File: src/rtl/tile_line_pkg.sv
package tile_line_pkg;
    typedef enum logic [3:0] {
        ST_IDLE,
        ST_PTR_LO,
        ST_PTR_HI,
        ST_PTR_JOIN,
        ST_PRIME,
        ST_LEAD,
        ST_RUN,
        ST_BLANK,
        ST_DONE
    } tl_state_e;

    localparam int PTR_W = 16;
endpackage

File: src/rtl/tlr_seq.sv
module tlr_seq
    import tile_line_pkg::*;
(
    input  logic      clk,
    input  logic      rst_n,
    input  logic      start_i,
    input  logic      line_end_i,
    output tl_state_e state_o,
    output logic      busy_o,
    output logic      done_o
);
    tl_state_e state_q, state_d;

    always_ff @(posedge clk or negedge rst_n) begin
        if (!rst_n) state_q <= ST_IDLE;
        else        state_q <= state_d;
    end

    always_comb begin
        state_d = state_q;
        unique case (state_q)
            ST_IDLE:     if (start_i) state_d = ST_PTR_LO;
            ST_PTR_LO:   state_d = ST_PTR_HI;
            ST_PTR_HI:   state_d = ST_PTR_JOIN;
            ST_PTR_JOIN: state_d = ST_PRIME;
            ST_PRIME:    state_d = ST_LEAD;
            ST_LEAD:     state_d = ST_RUN;
            ST_RUN:      if (line_end_i) state_d = ST_BLANK;
            ST_BLANK:    state_d = ST_DONE;
            ST_DONE:     state_d = ST_IDLE;
            default:     state_d = ST_IDLE;
        endcase
    end

    always_comb begin
        busy_o = (state_q != ST_IDLE);
        done_o = (state_q == ST_DONE);
    end

    assign state_o = state_q;


    done_pulse_chk: assert property (@(posedge clk) disable iff (!rst_n)
        done_o |=> !done_o);


    done_after_blank_chk: assert property (@(posedge clk) disable iff (!rst_n)
        done_o |-> $past(state_q) == ST_BLANK);
endmodule

File: src/rtl/tlr_pace.sv
module tlr_pace #(
    parameter int TILES   = 40,
    parameter int TILE_PX = 6,
    parameter int PX_CLKS = 6,
    localparam int CW = $clog2(PX_CLKS),
    localparam int PW = $clog2(TILE_PX),
    localparam int TW = $clog2(TILES)
) (
    input  logic          clk,
    input  logic          rst_n,
    input  logic          clear_i,
    input  logic          run_i,
    output logic          tick_o,
    output logic [PW-1:0] px_o,
    output logic [TW-1:0] tile_o
);
    logic [CW-1:0] clk_q;
    logic [PW-1:0] px_q;
    logic [TW-1:0] tile_q;

    logic clk_wrap, px_wrap, tile_last;
    assign clk_wrap  = (clk_q == CW'(PX_CLKS - 1));
    assign px_wrap   = (px_q == PW'(TILE_PX - 1));
    assign tile_last = (tile_q == TW'(TILES - 1));

    always_ff @(posedge clk or negedge rst_n) begin
        if (!rst_n) begin
            clk_q  <= '0;
            px_q   <= '0;
            tile_q <= '0;
        end else if (clear_i) begin
            clk_q  <= '0;
            px_q   <= '0;
            tile_q <= '0;
        end else if (run_i) begin
            if (clk_wrap) begin
                clk_q <= '0;
                if (px_wrap) begin
                    px_q <= '0;
                    if (!tile_last) tile_q <= tile_q + TW'(1);
                end else begin
                    px_q <= px_q + PW'(1);
                end
            end else begin
                clk_q <= clk_q + CW'(1);
            end
        end
    end

    assign tick_o = run_i && clk_wrap;
    assign px_o   = px_q;
    assign tile_o = tile_q;


    clk_range_chk: assert property (@(posedge clk) disable iff (!rst_n)
        clk_q < CW'(PX_CLKS));


    tile_range_chk: assert property (@(posedge clk) disable iff (!rst_n)
        (tile_q < TW'(TILES)) && (px_q < PW'(TILE_PX)));
endmodule

File: src/rtl/tlr_addr.sv
module tlr_addr
    import tile_line_pkg::*;
#(
    parameter int VA_W     = 16,
    parameter int TILE_PX  = 6,
    parameter int ROW_W    = 3,
    parameter int STRIDE_W = 8,
    localparam int PW = $clog2(TILE_PX)
) (
    input  logic                clk,
    input  logic                rst_n,
    input  tl_state_e           state_i,
    input  logic                start_i,
    input  logic [VA_W-1:0]     base_i,
    input  logic [ROW_W-1:0]    row_i,
    input  logic [STRIDE_W-1:0] stride_i,
    input  logic                tick_i,
    input  logic [PW-1:0]       px_i,
    input  logic                last_px_i,
    input  logic                last_tile_i,
    input  logic [7:0]          vram_data_i,
    output logic [VA_W-1:0]     vram_addr_o,
    output logic [PTR_W-1:0]    rom_addr_o
);
    logic [VA_W-1:0]  vptr;
    logic [PTR_W-1:0] offset;
    logic [7:0]       lo_byte;
    logic [PTR_W-1:0] nxt_ptr;
    logic [PTR_W-1:0] rom_ptr;
    logic [PTR_W-1:0] joined;

    assign joined = {vram_data_i, lo_byte} + offset;

    logic fetch_lo, fetch_hi, jump_next;
    assign fetch_lo  = tick_i && !last_tile_i && (px_i == '0);
    assign fetch_hi  = tick_i && !last_tile_i && (px_i == PW'(1));
    assign jump_next = !last_px_i && (px_i == PW'(TILE_PX - 2));

    always_ff @(posedge clk or negedge rst_n) begin
        if (!rst_n) begin
            vptr    <= '0;
            offset  <= '0;
            lo_byte <= '0;
            nxt_ptr <= '0;
            rom_ptr <= '0;
        end else begin
            unique case (state_i)
                ST_IDLE: begin
                    if (start_i) begin
                        vptr   <= base_i;
                        offset <= PTR_W'(row_i) * PTR_W'(stride_i);
                    end
                end
                ST_PTR_LO:   vptr <= vptr + VA_W'(1);
                ST_PTR_HI:   lo_byte <= vram_data_i;
                ST_PTR_JOIN: begin
                    rom_ptr <= joined;
                    vptr    <= vptr + VA_W'(1);
                end
                ST_LEAD:     rom_ptr <= rom_ptr + PTR_W'(1);
                ST_RUN: begin
                    if (fetch_lo) begin
                        lo_byte <= vram_data_i;
                        vptr    <= vptr + VA_W'(1);
                    end
                    if (fetch_hi) begin
                        nxt_ptr <= joined;
                        vptr    <= vptr + VA_W'(1);
                    end
                    if (tick_i) begin
                        if (jump_next) rom_ptr <= nxt_ptr;
                        else           rom_ptr <= rom_ptr + PTR_W'(1);
                    end
                end
                default: ;
            endcase
        end
    end

    assign vram_addr_o = vptr;
    assign rom_addr_o  = rom_ptr;


    offset_hold_chk: assert property (@(posedge clk) disable iff (!rst_n)
        (state_i != ST_IDLE) |=> $stable(offset));


    rom_hold_chk: assert property (@(posedge clk) disable iff (!rst_n)
        (state_i == ST_RUN && !tick_i) |=> $stable(rom_ptr));
endmodule

File: src/rtl/tile_line_render.sv
module tile_line_render
    import tile_line_pkg::*;
#(
    parameter int TILES    = 40,
    parameter int TILE_PX  = 6,
    parameter int PX_CLKS  = 6,
    parameter int VA_W     = 16,
    parameter int ROW_W    = 3,
    parameter int STRIDE_W = 8
) (
    input  logic                clk,
    input  logic                rst_n,
    input  logic                start_i,
    input  logic [VA_W-1:0]     vram_base_i,
    input  logic [ROW_W-1:0]    row_i,
    input  logic [STRIDE_W-1:0] stride_i,
    output logic [VA_W-1:0]     vram_addr_o,
    input  logic [7:0]          vram_data_i,
    output logic [15:0]         rom_addr_o,
    input  logic [7:0]          rom_data_i,
    output logic [7:0]          pix_o,
    output logic                busy_o,
    output logic                done_o
);
    localparam int PW = $clog2(TILE_PX);
    localparam int TW = $clog2(TILES);

    tl_state_e     state;
    logic          tick;
    logic [PW-1:0] px;
    logic [TW-1:0] tile;
    logic          last_px, last_tile, line_end;

    assign last_px   = (px == PW'(TILE_PX - 1));
    assign last_tile = (tile == TW'(TILES - 1));
    assign line_end  = tick && last_px && last_tile;

    tlr_seq u_seq (
        .clk        (clk),
        .rst_n      (rst_n),
        .start_i    (start_i),
        .line_end_i (line_end),
        .state_o    (state),
        .busy_o     (busy_o),
        .done_o     (done_o)
    );

    tlr_pace #(
        .TILES   (TILES),
        .TILE_PX (TILE_PX),
        .PX_CLKS (PX_CLKS)
    ) u_pace (
        .clk     (clk),
        .rst_n   (rst_n),
        .clear_i (state == ST_LEAD),
        .run_i   (state == ST_RUN),
        .tick_o  (tick),
        .px_o    (px),
        .tile_o  (tile)
    );

    tlr_addr #(
        .VA_W     (VA_W),
        .TILE_PX  (TILE_PX),
        .ROW_W    (ROW_W),
        .STRIDE_W (STRIDE_W)
    ) u_addr (
        .clk         (clk),
        .rst_n       (rst_n),
        .state_i     (state),
        .start_i     (start_i),
        .base_i      (vram_base_i),
        .row_i       (row_i),
        .stride_i    (stride_i),
        .tick_i      (tick),
        .px_i        (px),
        .last_px_i   (last_px),
        .last_tile_i (last_tile),
        .vram_data_i (vram_data_i),
        .vram_addr_o (vram_addr_o),
        .rom_addr_o  (rom_addr_o)
    );

    logic [7:0] pix_q;

    always_ff @(posedge clk or negedge rst_n) begin
        if (!rst_n) begin
            pix_q <= 8'h00;
        end else begin
            unique case (state)
                ST_LEAD: pix_q <= rom_data_i;
                ST_RUN:  if (tick) pix_q <= line_end ? 8'h00 : rom_data_i;
                default: pix_q <= 8'h00;
            endcase
        end
    end

    assign pix_o = pix_q;


    idle_black_chk: assert property (@(posedge clk) disable iff (!rst_n)
        !busy_o |-> (pix_o == 8'h00 && !done_o));


    black_before_done_chk: assert property (@(posedge clk) disable iff (!rst_n)
        done_o |-> $past(pix_o) == 8'h00);
endmodule

File: config.mk
export PLATFORM = sky130hd
export DESIGN_NAME = tile_line_render
export DESIGN_NICKNAME = d
export VERILOG_FILES = /design/src/rtl/tile_line_pkg.sv /design/src/rtl/tlr_seq.sv /design/src/rtl/tlr_pace.sv /design/src/rtl/tlr_addr.sv /design/src/rtl/tile_line_render.sv
export SDC_FILE = /design/constraint.sdc
export NUM_CORES = 1
export LEC_CHECK = 0
export ABC_AREA = 0
export CAP_MARGIN = 20
export CORE_AREA = 4 4 112 114
export DETAILED_ROUTE_END_ITERATION = 10
export DIE_AREA = 0 0 116 118
export PLACE_DENSITY = 0.79
export SYNTH_ARGS = -nofsm -noshare
export SYNTH_HDL_FRONTEND = slang
export SYNTH_SLANG_ARGS = --single-unit
File: constraint.sdc
create_clock -name clk -period 3 [get_ports clk]
set_input_delay 0.3 -clock clk [delete_from_list [all_inputs] [get_ports clk]]
set_output_delay 0.3 -clock clk [all_outputs]
set_load 0.03 [all_outputs]
==> summary.txt <==
Outcome
  – Status: finished, final reports clean

Die
  – Row cnt: 39
  – Core region area: roughly 11000 sq um
  – Height of the die: ~120 um
  – Full die area: 13700 sq um
  – Die W: 116 um
  – Boundary Pins: roughly 90
  – Initial Utilization: 0.499

Route
  – DRC violations left: 0
  – DRT iter0 DRCs: 399
  – DRT antenna net count: 0
  – First-pass DRT Iterations: 5
  – DR vias/cell: ~6
  – Routed WL per cell: 16.4 um
  – Final WL: 14100 um
  – Routed via count: between 5k and 6k

Yosys
  – Seq/Total Area, Yosys: 0.400
  – Yosys warns: 0
  – Post-Syn Instances: 625
  – Async S/R FF share, synth: 1.00
  – Synth cell types: 64
  – Post-synth EDFFs: 0
  – Top FF cell, synth: dfrtp_1
  – Synth Net Count: ~700
  – Synthesized area: about 5700 sq um
  – Mean Syn Cell Area: 9.11 sq um
  – Number of synthesized register bits: 91

Finish
  – Antenna cells: 0
  – Area of the multi-input gates: between 3000 and 4000 sq um
  – Nets: between 700 and 800
  – Layout area overhead: 23.7%
  – Layout cells sized above 1: 0.0958
  – Non-Filler Instances: 863
  – Reg area: about 2300 sq um
  – Final Instance Area: 7040 sq um
  – FILL cells: 992

Power
  – Comb power frac: 0.564
  – Pwr per Cell Area: 1040 nW/um^2
  – Net load switching power: roughly 0.0033 W
  – Clock network fraction of total power: 0.146
  – Leak: 3.05 nW
  – Flop pwr share: 0.290
  – Maximum vdd drop: between 0.0007 and 0.0008 V
  – Int Pwr: slightly below 0.004 W
  – Sw frac: 0.456

Clock network
  – CTS root buf: clkbuf_16
  – Buffer depth of the longest clock path: 2
  – CTS tree: done
  – Sink Count: between 90 and 100
  – Num CTS Buffers: 9
  – Clock transition at the registers of the reported paths: roughly 0.060 ns
  – Buffer count from post-CTS setup fixing: 0
  – Htree depth: 3
  – Resized cells post-CTS: 0
  – Clk_lat worst skew: 0.34 ns

Placed design
  – Dpl cell area: 6750 sq um
  – GPL Wtd Cong: slightly below 0.9
  – Post-DP HPWL: 10700 um
  – Port Buffers: 87
  – Placed Cells incl. Taps: 846

STA
  – F_max: 354 MHz
  – Fin Clk Skew: approximately 0.005 ns
  – Slew Limit Fails: 0
  – RSZ-0062 raised after global routing: no
  – Final worst-path cycle share: 0.942
  – TNS Setup: 0 ns
  – Worst slew margin relative to its limit: 0.466
  – Minimum clock period: 2.82 ns
  – Hold_ws: a little under 0.5 ns
  – Actual slew at the worst max-slew pin: 0.801 ns
  – Endpoints failing setup: 0
  – Hold Vio Cnt, Final: 0

Critical path
  – Data required, critical path: 3.22 ns
  – Crit path arrival time: between 3 and 4 ns
  – Worst setup SP type: input port
  – Path type of the worst setup path: in2reg
  – Critical Path End Type: flop
  – Worst Path Max Fanout: 3
  – R2r setup slk: 0.40 ns

Global route
  – Congestion Overflow GR: 0
  – Largest net degree at the start of global routing: 46
  – Vias in the first global route: 5027
  – First-pass GRT wire length: 23900 um
  – Initial antenna violation count: 0
  – Total GRT Usage: 0.214

Run
  – Max_cap viols: 0

Min path
  – HP Class: reg2reg
==> power groups by stage <==
| stage | registers [W] | clock network [W] | logic [W] |
|---|---|---|---|
| final | 0.00211 | 0.00106 | 0.00412 |
| after CTS | 0.00210 | 0.00110 | 0.00413 |
| after global placement | 0.00210 | 0 | 0.00401 |
| after global routing | 0.00217 | 0.00115 | 0.00455 |
| after floorplan | 0.00245 | 0 | 0.00254 |
| after detailed placement | 0.00212 | 0 | 0.00411 |
==> cells in the final DEF (no fill, tap or decap), drive strengths merged, types with 2 or more instances in the layout <==
cell type / netlist / layout
inv: 17 / 17
a22oi: 3 / 3
o221ai: 5 / 5
a221oi: 6 / 6
clkbuf: 16 / 11
o21a: 2 / 2
nand2b: 3 / 3
ha: 24 / 24
nor3b: 5 / 5
xor2: 15 / 15
clkdlybuf4s50: 0 / 86
and3: 9 / 9
fa: 8 / 8
buf: 12 / 20
nand2: 79 / 79
a211oi: 4 / 4
a21o: 8 / 8
mux2: 17 / 17
o31ai: 2 / 2
nor4: 6 / 6
xnor2: 13 / 13
o22ai: 7 / 7
nor3: 13 / 13
a2bb2oi: 6 / 6
or3: 2 / 2
nand4: 14 / 14
nand3b: 2 / 2
o21ai: 62 / 62
dfrtp: 91 / 91
a31o: 2 / 2
nor2: 42 / 42
a22o: 10 / 10
nand3: 26 / 26
nor2b: 5 / 5
o211ai: 6 / 6
clkinv: 0 / 4
and2: 9 / 9
a21oi: 47 / 47
mux2i: 4 / 4
a31oi: 6 / 6
==> state kept, by name (all words and copies together), names as in the netlist <==
register and count:
u_pace.clk_q 3, pix_o 8, u_addr.nxt_ptr 16, u_pace.px_o 3, u_pace.tile_o 6, u_addr.vram_addr_o 16
u_seq.state_o 4, u_addr.rom_addr_o 16, u_addr.offset 11, u_addr.lo_byte 8
==> worst max-delay path: stages <==
cell	delay (ns)
clkdlybuf4s50_1	0.48
and2_1	0.21
fa_1	0.49
ha_1	0.24
fa_1	0.40
a21o_1	0.20
a21oi_1	0.19
o21ai_0	0.14
a21o_1	0.19
a21oi_1	0.13
o21ai_0	0.08
==> synthesized netlist by cell type (3+ instances only) <==
cell / number / area (sq um)
a31oi_1: 6 / 37.5
o21ai_1: 4 / 20.0
o22ai_1: 7 / 43.8
nand2_1: 78 / 293
o211ai_1: 6 / 45.0
nand4_1: 14 / 87.6
buf_1: 3 / 11.3
buf_2: 4 / 20.0
a2bb2oi_1: 4 / 35.0
nor3b_1: 5 / 37.5
a21oi_1: 44 / 220
nor4_1: 6 / 37.5
and3_1: 9 / 56.3
nor2b_1: 5 / 31.3
xnor2_1: 13 / 114
a221oi_1: 6 / 52.6
dfrtp_1: 91 / 2280
buf_4: 3 / 22.5
mux2i_1: 4 / 40.0
mux2_2: 17 / 191
nor2_1: 41 / 154
inv_1: 17 / 63.8
a21o_1: 8 / 60.1
a211oi_1: 4 / 30.0
nor3_1: 13 / 65.1
o221ai_1: 5 / 43.8
and2_1: 9 / 56.3
nand2b_1: 3 / 18.8
fa_1: 8 / 160
o21ai_0: 58 / 290
nand3_1: 26 / 130
a21oi_2: 3 / 26.3
clkbuf_1: 16 / 60.1
ha_1: 24 / 300
xor2_1: 15 / 131
a22o_1: 10 / 87.6
==> cell type report <==
| cell class | instances | share of cell area |
|---|---|---|
| multi-input cells | 489 | 0.457 |
| flip-flops and latches | 91 | 0.323 |
| repair buffers | 107 | 0.145 |
| clock buffers | 11 | 0.0359 |
| well taps | 143 | 0.0254 |
| inverters | 17 | 0.00906 |
| clock inverters | 5 | 0.00391 |
==> stage by stage <==
| step | total power (W) | setup WS [ns] | utilization |
|---|---|---|---|
| floorplan | 0.00499 | 0.432 | - |
| global placement | 0.00611 | -0.0488 | 0.591 |
| detailed placement | 0.00623 | -0.185 | 0.591 |
| CTS | 0.00733 | 0.176 | 0.617 |
| global route | 0.00788 | 0.0109 | 0.617 |
| finish | 0.00729 | 0.175 | 0.617 |
==> metal layers <==
layer	vias up	wire length (um)	GRT usage
met1	2492	5970	0.270
met4	0	230	0.0899
met5	-	0	0
met3	13	762	0.0344
met2	157	7180	0.360
li1	2463	-	-
==> logic make-up after synthesis <==
group / count (synthesis) / synth area share
and+or+nand+nor: 224 / 0.192
AOI/OAI and AO/OA: 184 / 0.208
DFF: 91 / 0.400
buffers and inverters: 45 / 0.0352
adders and majority gates: 32 / 0.0809
xor gates and xnor gates: 28 / 0.0431
muxes: 21 / 0.0407
==> what timing repair did <==
| action | 4_1_cts | 5_1_grt |
|---|---|---|
| hold buffers | 1 | 0 |
| hold endpoints to repair | 43 | 0 |
| endpoints found under the setup margin | 0 | 0 |
==> worst paths after layout <==
path,start,endpoint,cells after the start
worst max-delay path,row_i[2],u_addr.offset[10],11
worst min-delay path,u_addr.nxt_ptr[10],u_addr.nxt_ptr[10],2
worst max register to register,u_seq.state_o[0],u_addr.vram_addr_o[3],6
worst min register to register,u_addr.nxt_ptr[10],u_addr.nxt_ptr[10],2
max in group asynchronous,rst_n,u_addr.vram_addr_o[12],3
min in group asynchronous,rst_n,u_addr.rom_addr_o[15],2
Note: power is estimated with default switching activity, not from simulation.
